--- src/rtl/pwrseq_pkg.sv ---
package pwrseq_pkg;

   typedef enum logic [3:0] {
      S_IDLE,
      S_HOLD,
      S_L1,
      S_DBG_OFF,
      S_CLAMP,
      S_WAIT_L,
      S_GATE,
      S_WAIT_S,
      S_RELEASE,
      S_DBG_ON
   } seq_state_e;

   // One strobe per kind of control write, valid for one cycle
   typedef struct packed {
      logic hold_rst;
      logic l1_clr;
      logic dbg_clr;
      logic clamp_wr;
      logic gate_clr;
      logic rel_rst;
      logic dbg_set;
   } seq_cmd_t;

endpackage

--- src/rtl/pwrseq_delay.sv ---
module pwrseq_delay #(
   parameter int DLY_W = 8
) (
   input  logic             clk,
   input  logic             rst_n,
   input  logic             load_i,
   input  logic [DLY_W-1:0] val_i,
   output logic             expired_o
);

   logic [DLY_W-1:0] cnt_q;

   always_ff @(posedge clk or negedge rst_n) begin
      if (!rst_n) begin
         cnt_q <= '0;
      end else if (load_i) begin
         cnt_q <= val_i;
      end else if (cnt_q != '0) begin
         cnt_q <= cnt_q - 1'b1;
      end
   end

   assign expired_o = (cnt_q == '0);

   // Counter parks at zero instead of wrapping
   p_cnt_park_r6: assert property (@(posedge clk) disable iff (!rst_n)
      (expired_o && !load_i) |=> expired_o);

endmodule

--- src/rtl/pwrseq_fsm.sv ---
module pwrseq_fsm
   import pwrseq_pkg::*;
#(
   parameter int NUM_CORES = 4,
   parameter int IDX_W     = 2,
   parameter int CLAMP_W   = 8,
   parameter int LONG_CYC  = 16,
   parameter int SHORT_CYC = 4,
   parameter int DLY_W     = 5,
   parameter int SW        = 4
) (
   input  logic             clk,
   input  logic             rst_n,
   input  logic             start_i,
   input  logic [IDX_W-1:0] idx_i,
   input  logic             reduced_i,
   input  logic             expired_i,
   output logic             load_o,
   output logic [DLY_W-1:0] load_val_o,
   output seq_cmd_t         cmd_o,
   output logic [IDX_W-1:0] sel_o,
   output logic [SW-1:0]    step_o,
   output logic             accept_o,
   output logic             busy_o,
   output logic             done_o,
   output logic             err_o
);

   localparam logic [SW-1:0]    LAST_STEP = SW'(CLAMP_W);
   localparam logic [DLY_W-1:0] LONG_LD   = DLY_W'(LONG_CYC - 1);
   localparam logic [DLY_W-1:0] SHORT_LD  = DLY_W'(SHORT_CYC - 1);

   seq_state_e       state_q;
   logic [IDX_W-1:0] sel_q;
   logic             red_q;
   logic [SW-1:0]    step_q;
   logic             done_q;
   logic             err_q;
   logic             idx_ok;

   assign idx_ok   = (32'(idx_i) < NUM_CORES);
   assign accept_o = (state_q == S_IDLE) && start_i && idx_ok;

   always_ff @(posedge clk or negedge rst_n) begin
      if (!rst_n) begin
         state_q <= S_IDLE;
         sel_q   <= '0;
         red_q   <= 1'b0;
         step_q  <= '0;
         done_q  <= 1'b0;
         err_q   <= 1'b0;
      end else begin
         done_q <= 1'b0;
         err_q  <= 1'b0;
         case (state_q)
            S_IDLE: begin
               if (start_i) begin
                  if (idx_ok) begin
                     sel_q   <= idx_i;
                     red_q   <= reduced_i;
                     state_q <= S_HOLD;
                  end else begin
                     err_q <= 1'b1;
                  end
               end
            end
            S_HOLD:    state_q <= S_L1;
            S_L1:      state_q <= red_q ? S_GATE : S_DBG_OFF;
            S_DBG_OFF: begin
               step_q  <= '0;
               state_q <= S_CLAMP;
            end
            S_CLAMP: begin
               if (step_q == LAST_STEP) state_q <= S_WAIT_L;
               else                     step_q  <= step_q + 1'b1;
            end
            S_WAIT_L:  if (expired_i) state_q <= S_GATE;
            S_GATE:    state_q <= S_WAIT_S;
            S_WAIT_S:  if (expired_i) state_q <= S_RELEASE;
            S_RELEASE: begin
               if (red_q) begin
                  state_q <= S_IDLE;
                  done_q  <= 1'b1;
               end else begin
                  state_q <= S_DBG_ON;
               end
            end
            S_DBG_ON: begin
               state_q <= S_IDLE;
               done_q  <= 1'b1;
            end
            default:   state_q <= S_IDLE;
         endcase
      end
   end

   always_comb begin
      cmd_o = '0;
      case (state_q)
         S_HOLD:    cmd_o.hold_rst = 1'b1;
         S_L1:      cmd_o.l1_clr   = 1'b1;
         S_DBG_OFF: cmd_o.dbg_clr  = 1'b1;
         S_CLAMP:   cmd_o.clamp_wr = 1'b1;
         S_GATE:    cmd_o.gate_clr = 1'b1;
         S_RELEASE: cmd_o.rel_rst  = 1'b1;
         S_DBG_ON:  cmd_o.dbg_set  = 1'b1;
         default:   cmd_o = '0;
      endcase
   end

   assign load_o     = ((state_q == S_CLAMP) && (step_q == LAST_STEP)) || (state_q == S_GATE);
   assign load_val_o = (state_q == S_GATE) ? SHORT_LD : LONG_LD;
   assign sel_o      = sel_q;
   assign step_o     = step_q;
   assign busy_o     = (state_q != S_IDLE);
   assign done_o     = done_q;
   assign err_o      = err_q;

   // Reduced sequences never reach the clamp or debug steps
   p_reduced_skip_r8: assert property (@(posedge clk) disable iff (!rst_n)
      red_q |-> !(cmd_o.clamp_wr || cmd_o.dbg_clr || cmd_o.dbg_set));

   // The selected core does not change during a sequence
   p_sel_stable_r9: assert property (@(posedge clk) disable iff (!rst_n)
      (busy_o && start_i) |=> $stable(sel_q));

endmodule

--- src/rtl/pwrseq_core_slice.sv ---
module pwrseq_core_slice
   import pwrseq_pkg::*;
#(
   parameter int CLAMP_W = 8,
   parameter int SW      = 4
) (
   input  logic               clk,
   input  logic               rst_n,
   input  logic               sel_i,
   input  seq_cmd_t           cmd_i,
   input  logic [SW-1:0]      step_i,
   output logic [1:0]         rst_ctrl_o,
   output logic               l1_run_o,
   output logic               dbg_en_o,
   output logic [CLAMP_W-1:0] clamp_o,
   output logic               pwr_off_o
);

   localparam logic [CLAMP_W-1:0] CLAMP_ALL = {CLAMP_W{1'b1}};

   logic [1:0]         rst_q;
   logic               l1_q;
   logic               dbg_q;
   logic [CLAMP_W-1:0] clamp_q;
   logic               off_q;

   always_ff @(posedge clk or negedge rst_n) begin
      if (!rst_n) begin
         rst_q   <= 2'b11;
         l1_q    <= 1'b1;
         dbg_q   <= 1'b1;
         clamp_q <= CLAMP_ALL;
         off_q   <= 1'b1;
      end else if (sel_i) begin
         if (cmd_i.hold_rst) rst_q   <= 2'b00;
         if (cmd_i.rel_rst)  rst_q   <= 2'b11;
         if (cmd_i.l1_clr)   l1_q    <= 1'b0;
         if (cmd_i.dbg_clr)  dbg_q   <= 1'b0;
         if (cmd_i.dbg_set)  dbg_q   <= 1'b1;
         if (cmd_i.clamp_wr) clamp_q <= CLAMP_ALL >> step_i;
         if (cmd_i.gate_clr) off_q   <= 1'b0;
      end
   end

   assign rst_ctrl_o = rst_q;
   assign l1_run_o   = l1_q;
   assign dbg_en_o   = dbg_q;
   assign clamp_o    = clamp_q;
   assign pwr_off_o  = off_q;

   // Clamp opens one bit at a time, or restarts from fully closed
   p_clamp_step_r5: assert property (@(posedge clk) disable iff (!rst_n)
      !$stable(clamp_q) |-> ((clamp_q == ($past(clamp_q) >> 1)) || (clamp_q == CLAMP_ALL)));

   // Gate is removed only with the clamp fully open or never ramped
   p_gate_after_ramp_r6: assert property (@(posedge clk) disable iff (!rst_n)
      $fell(off_q) |-> ((clamp_q == '0) || (clamp_q == CLAMP_ALL)));

   // Reset leaves the held state only once power is ungated
   p_release_powered_r7: assert property (@(posedge clk) disable iff (!rst_n)
      ((rst_q == 2'b11) && ($past(rst_q) == 2'b00)) |-> !off_q);

endmodule

--- src/rtl/core_pwrup_seq.sv ---
module core_pwrup_seq
   import pwrseq_pkg::*;
#(
   parameter int NUM_CORES = 4,
   parameter int ADDR_W    = 32,
   parameter int CLAMP_W   = 8,
   parameter int LONG_CYC  = 500000,
   parameter int SHORT_CYC = 50000,
   localparam int IDX_W    = (NUM_CORES > 1) ? $clog2(NUM_CORES) : 1
) (
   input  logic                         clk,
   input  logic                         rst_n,
   input  logic                         start,
   input  logic [IDX_W-1:0]             core_idx,
   input  logic [ADDR_W-1:0]            boot_addr,
   input  logic                         reduced_mode,
   output logic                         busy,
   output logic                         done,
   output logic                         err,
   output logic [ADDR_W-1:0]            boot_addr_reg,
   output logic [2*NUM_CORES-1:0]       core_rst_ctrl,
   output logic [NUM_CORES-1:0]         l1_run,
   output logic [NUM_CORES-1:0]         dbg_en,
   output logic [CLAMP_W*NUM_CORES-1:0] clamp,
   output logic [NUM_CORES-1:0]         pwr_off
);

   localparam int MAX_DLY = (LONG_CYC > SHORT_CYC) ? LONG_CYC : SHORT_CYC;
   localparam int DLY_W   = $clog2(MAX_DLY + 1);
   localparam int SW      = $clog2(CLAMP_W + 1);

   if (NUM_CORES < 1) begin : g_bad_cores
      $error("NUM_CORES must be at least 1");
   end
   if (CLAMP_W < 1) begin : g_bad_clamp
      $error("CLAMP_W must be at least 1");
   end
   if ((LONG_CYC < 1) || (SHORT_CYC < 1)) begin : g_bad_delay
      $error("LONG_CYC and SHORT_CYC must be at least 1");
   end
   if (ADDR_W < 1) begin : g_bad_addr
      $error("ADDR_W must be at least 1");
   end

   seq_cmd_t         cmd;
   logic [IDX_W-1:0] sel;
   logic [SW-1:0]    step;
   logic             accept;
   logic             dly_load;
   logic [DLY_W-1:0] dly_val;
   logic             dly_expired;
   logic [ADDR_W-1:0] boot_q;

   pwrseq_fsm #(
      .NUM_CORES (NUM_CORES),
      .IDX_W     (IDX_W),
      .CLAMP_W   (CLAMP_W),
      .LONG_CYC  (LONG_CYC),
      .SHORT_CYC (SHORT_CYC),
      .DLY_W     (DLY_W),
      .SW        (SW)
   ) u_fsm (
      .clk        (clk),
      .rst_n      (rst_n),
      .start_i    (start),
      .idx_i      (core_idx),
      .reduced_i  (reduced_mode),
      .expired_i  (dly_expired),
      .load_o     (dly_load),
      .load_val_o (dly_val),
      .cmd_o      (cmd),
      .sel_o      (sel),
      .step_o     (step),
      .accept_o   (accept),
      .busy_o     (busy),
      .done_o     (done),
      .err_o      (err)
   );

   pwrseq_delay #(
      .DLY_W (DLY_W)
   ) u_delay (
      .clk       (clk),
      .rst_n     (rst_n),
      .load_i    (dly_load),
      .val_i     (dly_val),
      .expired_o (dly_expired)
   );

   always_ff @(posedge clk or negedge rst_n) begin
      if (!rst_n)      boot_q <= '0;
      else if (accept) boot_q <= boot_addr;
   end
   assign boot_addr_reg = boot_q;

   for (genvar k = 0; k < NUM_CORES; k++) begin : g_core
      pwrseq_core_slice #(
         .CLAMP_W (CLAMP_W),
         .SW      (SW)
      ) u_slice (
         .clk        (clk),
         .rst_n      (rst_n),
         .sel_i      (sel == IDX_W'(k)),
         .cmd_i      (cmd),
         .step_i     (step),
         .rst_ctrl_o (core_rst_ctrl[2*k +: 2]),
         .l1_run_o   (l1_run[k]),
         .dbg_en_o   (dbg_en[k]),
         .clamp_o    (clamp[CLAMP_W*k +: CLAMP_W]),
         .pwr_off_o  (pwr_off[k])
      );
   end

   // Boot address is frozen while a sequence runs
   p_boot_stable_r1: assert property (@(posedge clk) disable iff (!rst_n)
      busy |=> $stable(boot_addr_reg));

   // Done is a single-cycle pulse
   p_done_pulse_r9: assert property (@(posedge clk) disable iff (!rst_n)
      done |=> !done);

   // Error is only reported from idle and starts nothing
   p_err_idle_r10: assert property (@(posedge clk) disable iff (!rst_n)
      err |-> !busy);

endmodule

--- config.mk ---
export PLATFORM = sky130hd
export DESIGN_NAME = core_pwrup_seq
export DESIGN_NICKNAME = d
export VERILOG_FILES = /design/src/rtl/pwrseq_pkg.sv /design/src/rtl/pwrseq_delay.sv /design/src/rtl/pwrseq_fsm.sv /design/src/rtl/pwrseq_core_slice.sv /design/src/rtl/core_pwrup_seq.sv
export SDC_FILE = /design/constraint.sdc
export NUM_CORES = 1
export LEC_CHECK = 0
export ABC_AREA = 1
export BUFFER_PORTS_ARGS = -buffer_cell sky130_fd_sc_hd__buf_2
export CAP_MARGIN = 5
export CORE_MARGIN = 2
export CORE_UTILIZATION = 40
export CTS_CLUSTER_DIAMETER = 50
export DETAILED_ROUTE_END_ITERATION = 10
export HOLD_SLACK_MARGIN = 0.12
export PLACE_DENSITY = 0.65
export SKIP_CTS_REPAIR_TIMING = 1
export SLEW_MARGIN = 20
export SYNTH_ARGS = -nofsm -noshare
export SYNTH_HDL_FRONTEND = slang
export SYNTH_SLANG_ARGS = --single-unit
export TNS_END_PERCENT = 5
--- constraint.sdc ---
create_clock -name clk -period 1.6 [get_ports clk]
set_input_delay 0.08 -clock clk [delete_from_list [all_inputs] [get_ports clk]]
set_output_delay 0.08 -clock clk [all_outputs]
set_load 0.02 [all_outputs]
# Word-level counts from Yosys, hierarchy flattened
# Index checks and enable logic that the tools add are counted.
totals:
  output_inout_bits: 87
  regBits: 115
  inputBits: 38
  elab_cells: 108
op_classes:
  eq_ne: 18
  shift: 1
  n_mux: 25
  addsub: 2
  n_reduce_logical: 35
op_table:
  columns: ["op", "n"]
  rows:
  - ["$mux 19", 3]
  - ["$reduce_and 2->1", 22]
  - ["$pmux 4 s9", 1]
  - ["$mux 4", 6]
  - ["$logic_not 19->1", 1]
  - ["$reduce_bool 19->1", 1]
  - ["$sub 19x1->19 const B", 1]
  - ["$eq 4x3->1 const B", 4]
  - ["$eq 4x4->1 const B", 3]
  - ["$mux 1", 10]
  - ["$eq 4x2->1 const B", 2]
  - ["$ne 2x2->1 const B", 4]
  - ["$pmux 4 s2", 1]
  - ["$reduce_bool 2->1", 4]
  - ["$shr 8x4->8 const A", 1]
  - ["$add 4x1->4 const B", 1]
  - ["$eq 2x2->1 const B", 2]
  - ["$eq 4x1->1 const B", 1]
  - ["$logic_not 4->1", 1]
  - ["$mux 2", 2]
  - ["$reduce_and 4->1", 1]
  - ["$reduce_bool 4->1", 1]
  - ["$mux 3", 1]
  - ["$eq 2x1->1 const B", 1]
  - ["5 further kinds", 6]

# Logic depth before layout (Yosys ltp)
logic_depth:
  word_depth: 4
  ltp_mapped: 10
  depth_no_buf: 10

# Hierarchy
# From an unflattened synthesis, not the netlist that was laid out.
hier_totals:
  hier_cells: 672
  hier_area_um2: 5550.3
by_module_without_submodules:
  columns: ["mod", "instances", "area_per_inst_um2", "seq_area_each_um2", "cells_each"]
  rows:
  - ["pwrseq_core_slice", 4, 514.2, 315.3, 55]
  - ["core_pwrup_seq", 1, 1318.8, 800.8, 143]
  - ["pwrseq_delay", 1, 1300.0, 475.5, 192]
  - ["pwrseq_fsm", 1, 874.6, 300.3, 117]

# Worst setup path after synthesis
# No wires, ideal clock.
synth_path:
  path_type: "register -> register"
  from: "register u_delay.cnt_q[0]"
  to: "register u_delay.cnt_q[6]"
  t_arrival_ps: 1483
  setup_slack_ps: 3
  required_time_ps: 1486
  setup_ps: 114
  period_less_slack_ps: 1597
  path_buffers: 0
  stages_incl_launch_ff: 10
  cell_sequence: "dfrtp_1 -> inv_1 -> ha_1 -> nand2_1 -> nor2_2 -> nand2_1 -> nor2_2 -> nand2_1 -> nand3_1 -> inv_1"
synth_via:
  elab_chain_cells: 3
  word_cells_on_any_way: 5
  classes_between: "add/sub (1); mux (2); reduce/logical (2)"
synth_lines:
  columns: ["item", "line_no", "text"]
  rows:
  - ["start: declaration", "pwrseq_delay.sv:11", "logic [DLY_W-1:0] cnt_q;"]
  - ["start signal: assignment", "pwrseq_delay.sv:17", "cnt_q <= val_i;"]
  - ["start signal: assignment", "pwrseq_delay.sv:19", "cnt_q <= cnt_q - 1'b1;"]
  - ["$sub 19x1->19", "pwrseq_delay.sv:19", null]
  - ["$mux 19", "pwrseq_delay.sv:18", "end else if (cnt_q != '0) begin"]
  - ["$mux 19", "pwrseq_delay.sv:16", "end else if (load_i) begin"]
# Several ways; a longest one is shown, not always the timed one. The select of a mux whose other input is x is not followed.
# A chain may end at the register's enable or synchronous reset.

# Worst setup path after layout
layout_path:
  from: "register u_fsm.state_q[1]"
  to: "register u_delay.cnt_q[9]"
layout_via:
  elab_chain_cells: 4
  word_cells_on_any_way: 7
  classes_between: "eq/ne (2); mux (2); reduce/logical (3)"
layout_lines:
  columns: ["item", "line_no", "text"]
  rows:
  - ["start: declaration", "pwrseq_fsm.sv:33", "seq_state_e state_q;"]
  - ["start signal: assignment", "pwrseq_fsm.sv:68", "S_L1: state_q <= red_q ? S_GATE : S_DBG_OFF;"]
  - ["$eq 4x3->1", "pwrseq_fsm.sv:111", "assign load_o = ((state_q == S_CLAMP) && (step_q == LAST_STEP)) || (state_q == S_GATE);"]
  - ["$logic_and 1x1->1", "pwrseq_fsm.sv:111", null]
  - ["$logic_or 1x1->1", "pwrseq_fsm.sv:111", null]
  - ["$mux 19 / $reduce_bool 2->1 (equally long branches)", null, null]
# Several ways; a longest one is shown, not always the timed one.

==> impl_metrics.tcl <==
set metrics [dict create \
    outcome "complete, no violations" \
    fin_crit_sh 0.949 \
    netlist_area_sq_um 5060 \
    drcViolationCount 0 \
    top_layer "met4" \
    yosysTopAreaCell "dfrtp_1" \
    worstReg2RegStart "u_fsm.state_q[1]" \
    rrSetupSlack_ns 0.08 \
    start_util 0.406 \
    r2r_end "u_delay.cnt_q[9]" \
    grt_pass1_vias 3918 \
    syn_nets 597 \
    synth_area_per_cell_sq_um 9.14 \
    worstSetupPathType "reg -> reg" \
    dr_wl_met2_um 5850 \
    cts.sinks 111 \
    cts_tree "done" \
    clk_latency_ns 0.36 \
    post-dp-hpwl_um 8640 \
    drv_cap 0 \
    power_density_nw_per_um2 770 \
    wl_met1_um 5460 \
    min-delay-start "start" \
    critPathLaunchType "register" \
    port_buffers 123 \
    area_growth_pct 33.6 \
    drt_wl_total_um 12100 \
    fp-row-count 41 \
    ys_ff_latch 111 \
    total_leakage_power_uw 0.00373 \
    yosys_warnings 0 \
    yosys-top-cells-count "nand2_1, dfrtp_1, nor2_1" \
    regArea_sq_um 2840 \
    routed_via_density 4.67 \
    critical_path.slowest_cell "dfrtp_1" \
    ios 125 \
    grt.overflow.total 0 \
    die_w_um 117 \
    syn_inst 554 \
    layout.nets 781 \
    synth_area_leaders "dfrtp_1, dfstp_2, nand2_1" \
    finalSetupViolations 0 \
    clk_pin_slew_ns 0.07 \
    multiInputGateArea_sq_um 1880 \
    irDropWorstVdd_uv 502 \
    synth-edff-count 0 \
    cp.required_ns 1.84 \
    die_area_sq_um 13600 \
    synth.most_common_cell "nand2_1" \
    avgRoutedWirePerCell_um 13.3 \
    track_usage 0.176 \
    num_vias 4270 \
    finalClockSkew_ns 0.00887 \
    grt_max_degree 39 \
    fin_tns_setup_ns 0 \
    synth_seq_area_share 0.560 \
    hold_slack_ns 0.190 \
    worstPathMaxFanout 17 \
    core_area_sq_um 12500 \
    min_period_ns 1.52 \
    h-tree-depth 3 \
    postRouteAntennaNets 0 \
    async_flop_share 1.00 \
    place.gp.congestion 0.903 \
    wl_met3_um 615 \
    drt_iter0_drc 224 \
    whs_endpoint "u_fsm.state_q[0]" \
    diodes 0 \
    finalHoldViolCount 0 \
    ys.flop_type "dfrtp_1" \
    hold_class "in -> reg" \
    fmax_mhz 659 \
    r2r_cells 9 \
    dieHeight_um 117 \
    worstHoldPathCells 4 \
    arrival_ns 1.76 \
    critical_path.top_delay_family "simple AND/OR/NAND/NOR gates" \
    crit_chain "inv_1, nor2_1, nand2_2, inv_2, nor2_4, inv_2, nor2_1, buf_4, a21oi_1" \
    numCtsBuffers 9 \
    slew_viol_final 0 \
    synth_cell_types 31 \
    critPathMaxStageDelay_ns 0.43 \
    rsz0062_at_grt "yes" \
    dr.pass1.iters 5 \
    crit_path_end_kind "register" \
    stdcell_count 915 \
    n_fill_cell 1089 \
    layout-drive-gt1-share 0.371 \
    dp_cells 863 \
    antenna_found_initial 0 \
    synth_top_cell_area_share 0.311 \
    path_buf_inv 4 \
    grt_pass1_wl_um 18700 \
    clockBufferDepth 2 \
    clockRootBuffer "clkbuf_16" \
]
## kinds of logic after synthesis
group	count (synthesis)	share of synthesized area
adders and majority gates	5	0.0124
and+or+nand+nor	261	0.213
xor gates and xnor gates	3	0.00519
buffers and inverters	86	0.0806
DFF	111	0.560
AOI/OAI and AO/OA	55	0.0561
other	1	0.000741
muxes	32	0.0712
## area by class of cell
cell class	count	share of cell area
flip-flops and latches	111	0.420
multi-input cells	357	0.278
clock inverters	6	0.00869
clock buffers	10	0.0338
well taps	172	0.0318
inverters	63	0.0350
repair buffers	196	0.193
## worst reg2reg max path: cells and delay by family (launching register included)
family,cells,cell delay [ns]
flip-flops,1,0.43
AND/OR/NAND/NOR,4,0.60
AO/OA/AOI/OAI,1,0.04
buffers and inverters,4,0.34
## layout by cell type (no fill, tap or decap), drive strengths merged
| master | Yosys | final |
|---|---|---|
| clkbuf | 1 | 10 |
| or2 | 1 | 1 |
| o21ai | 42 | 42 |
| o22ai | 1 | 1 |
| a21oi | 9 | 9 |
| dlygate4sd3 | 0 | 36 |
| conb | 1 | 1 |
| nor2 | 63 | 63 |
| mux2 | 32 | 32 |
| dfstp | 48 | 48 |
| ha | 5 | 5 |
| nand3 | 29 | 29 |
| nor3 | 3 | 3 |
| dfrtp | 63 | 63 |
| nand4 | 3 | 3 |
| nand3b | 1 | 1 |
| o21bai | 2 | 2 |
| bufinv | 0 | 1 |
| inv | 63 | 64 |
| o211ai | 1 | 1 |
| buf | 22 | 160 |
| xor2 | 2 | 2 |
| clkinv | 0 | 4 |
| xnor2 | 1 | 1 |
| nand2 | 161 | 161 |
## where the power goes
| group | switching, uW | internal (uW) |
|---|---|---|
| logic | 78.2 | 101 |
| clock network | 1010 | 1210 |
| registers | 0 | 2810 |
| total | 1090 | 4120 |
## stage by stage
step	power [uW]	util	area, sq um	setup WS [ns]
floorplan	2870	-	5060	0.00286
global placement	2970	0.486	6060	0.0792
detailed placement	2980	0.486	6060	0.0454
CTS	5210	0.509	6350	0.0234
global route	5410	0.543	6770	-0.0162
finish	5210	0.543	6770	0.0815
## layer usage
metal | vias to the layer above | track usage
li1 | 2099 | -
met1 | 2028 | 0.241
met2 | 129 | 0.275
met3 | 14 | 0.0353
met4 | 0 | 0.0690
met5 | - | 0
## worst max path at each step
stage / startpoint / endpoint / cells after the start
finish: u_fsm.state_q[1] / u_delay.cnt_q[9] / 9
global route: u_fsm.step_o[0] / u_delay.cnt_q[9] / 9
CTS: u_fsm.step_o[0] / u_delay.cnt_q[6] / 8
detailed placement: u_fsm.step_o[0] / u_delay.cnt_q[6] / 8
global placement: u_delay.cnt_q[0] / u_fsm.state_q[2] / 9
floorplan: u_delay.cnt_q[0] / u_delay.cnt_q[6] / 9
(Power assumes the default switching activity.)
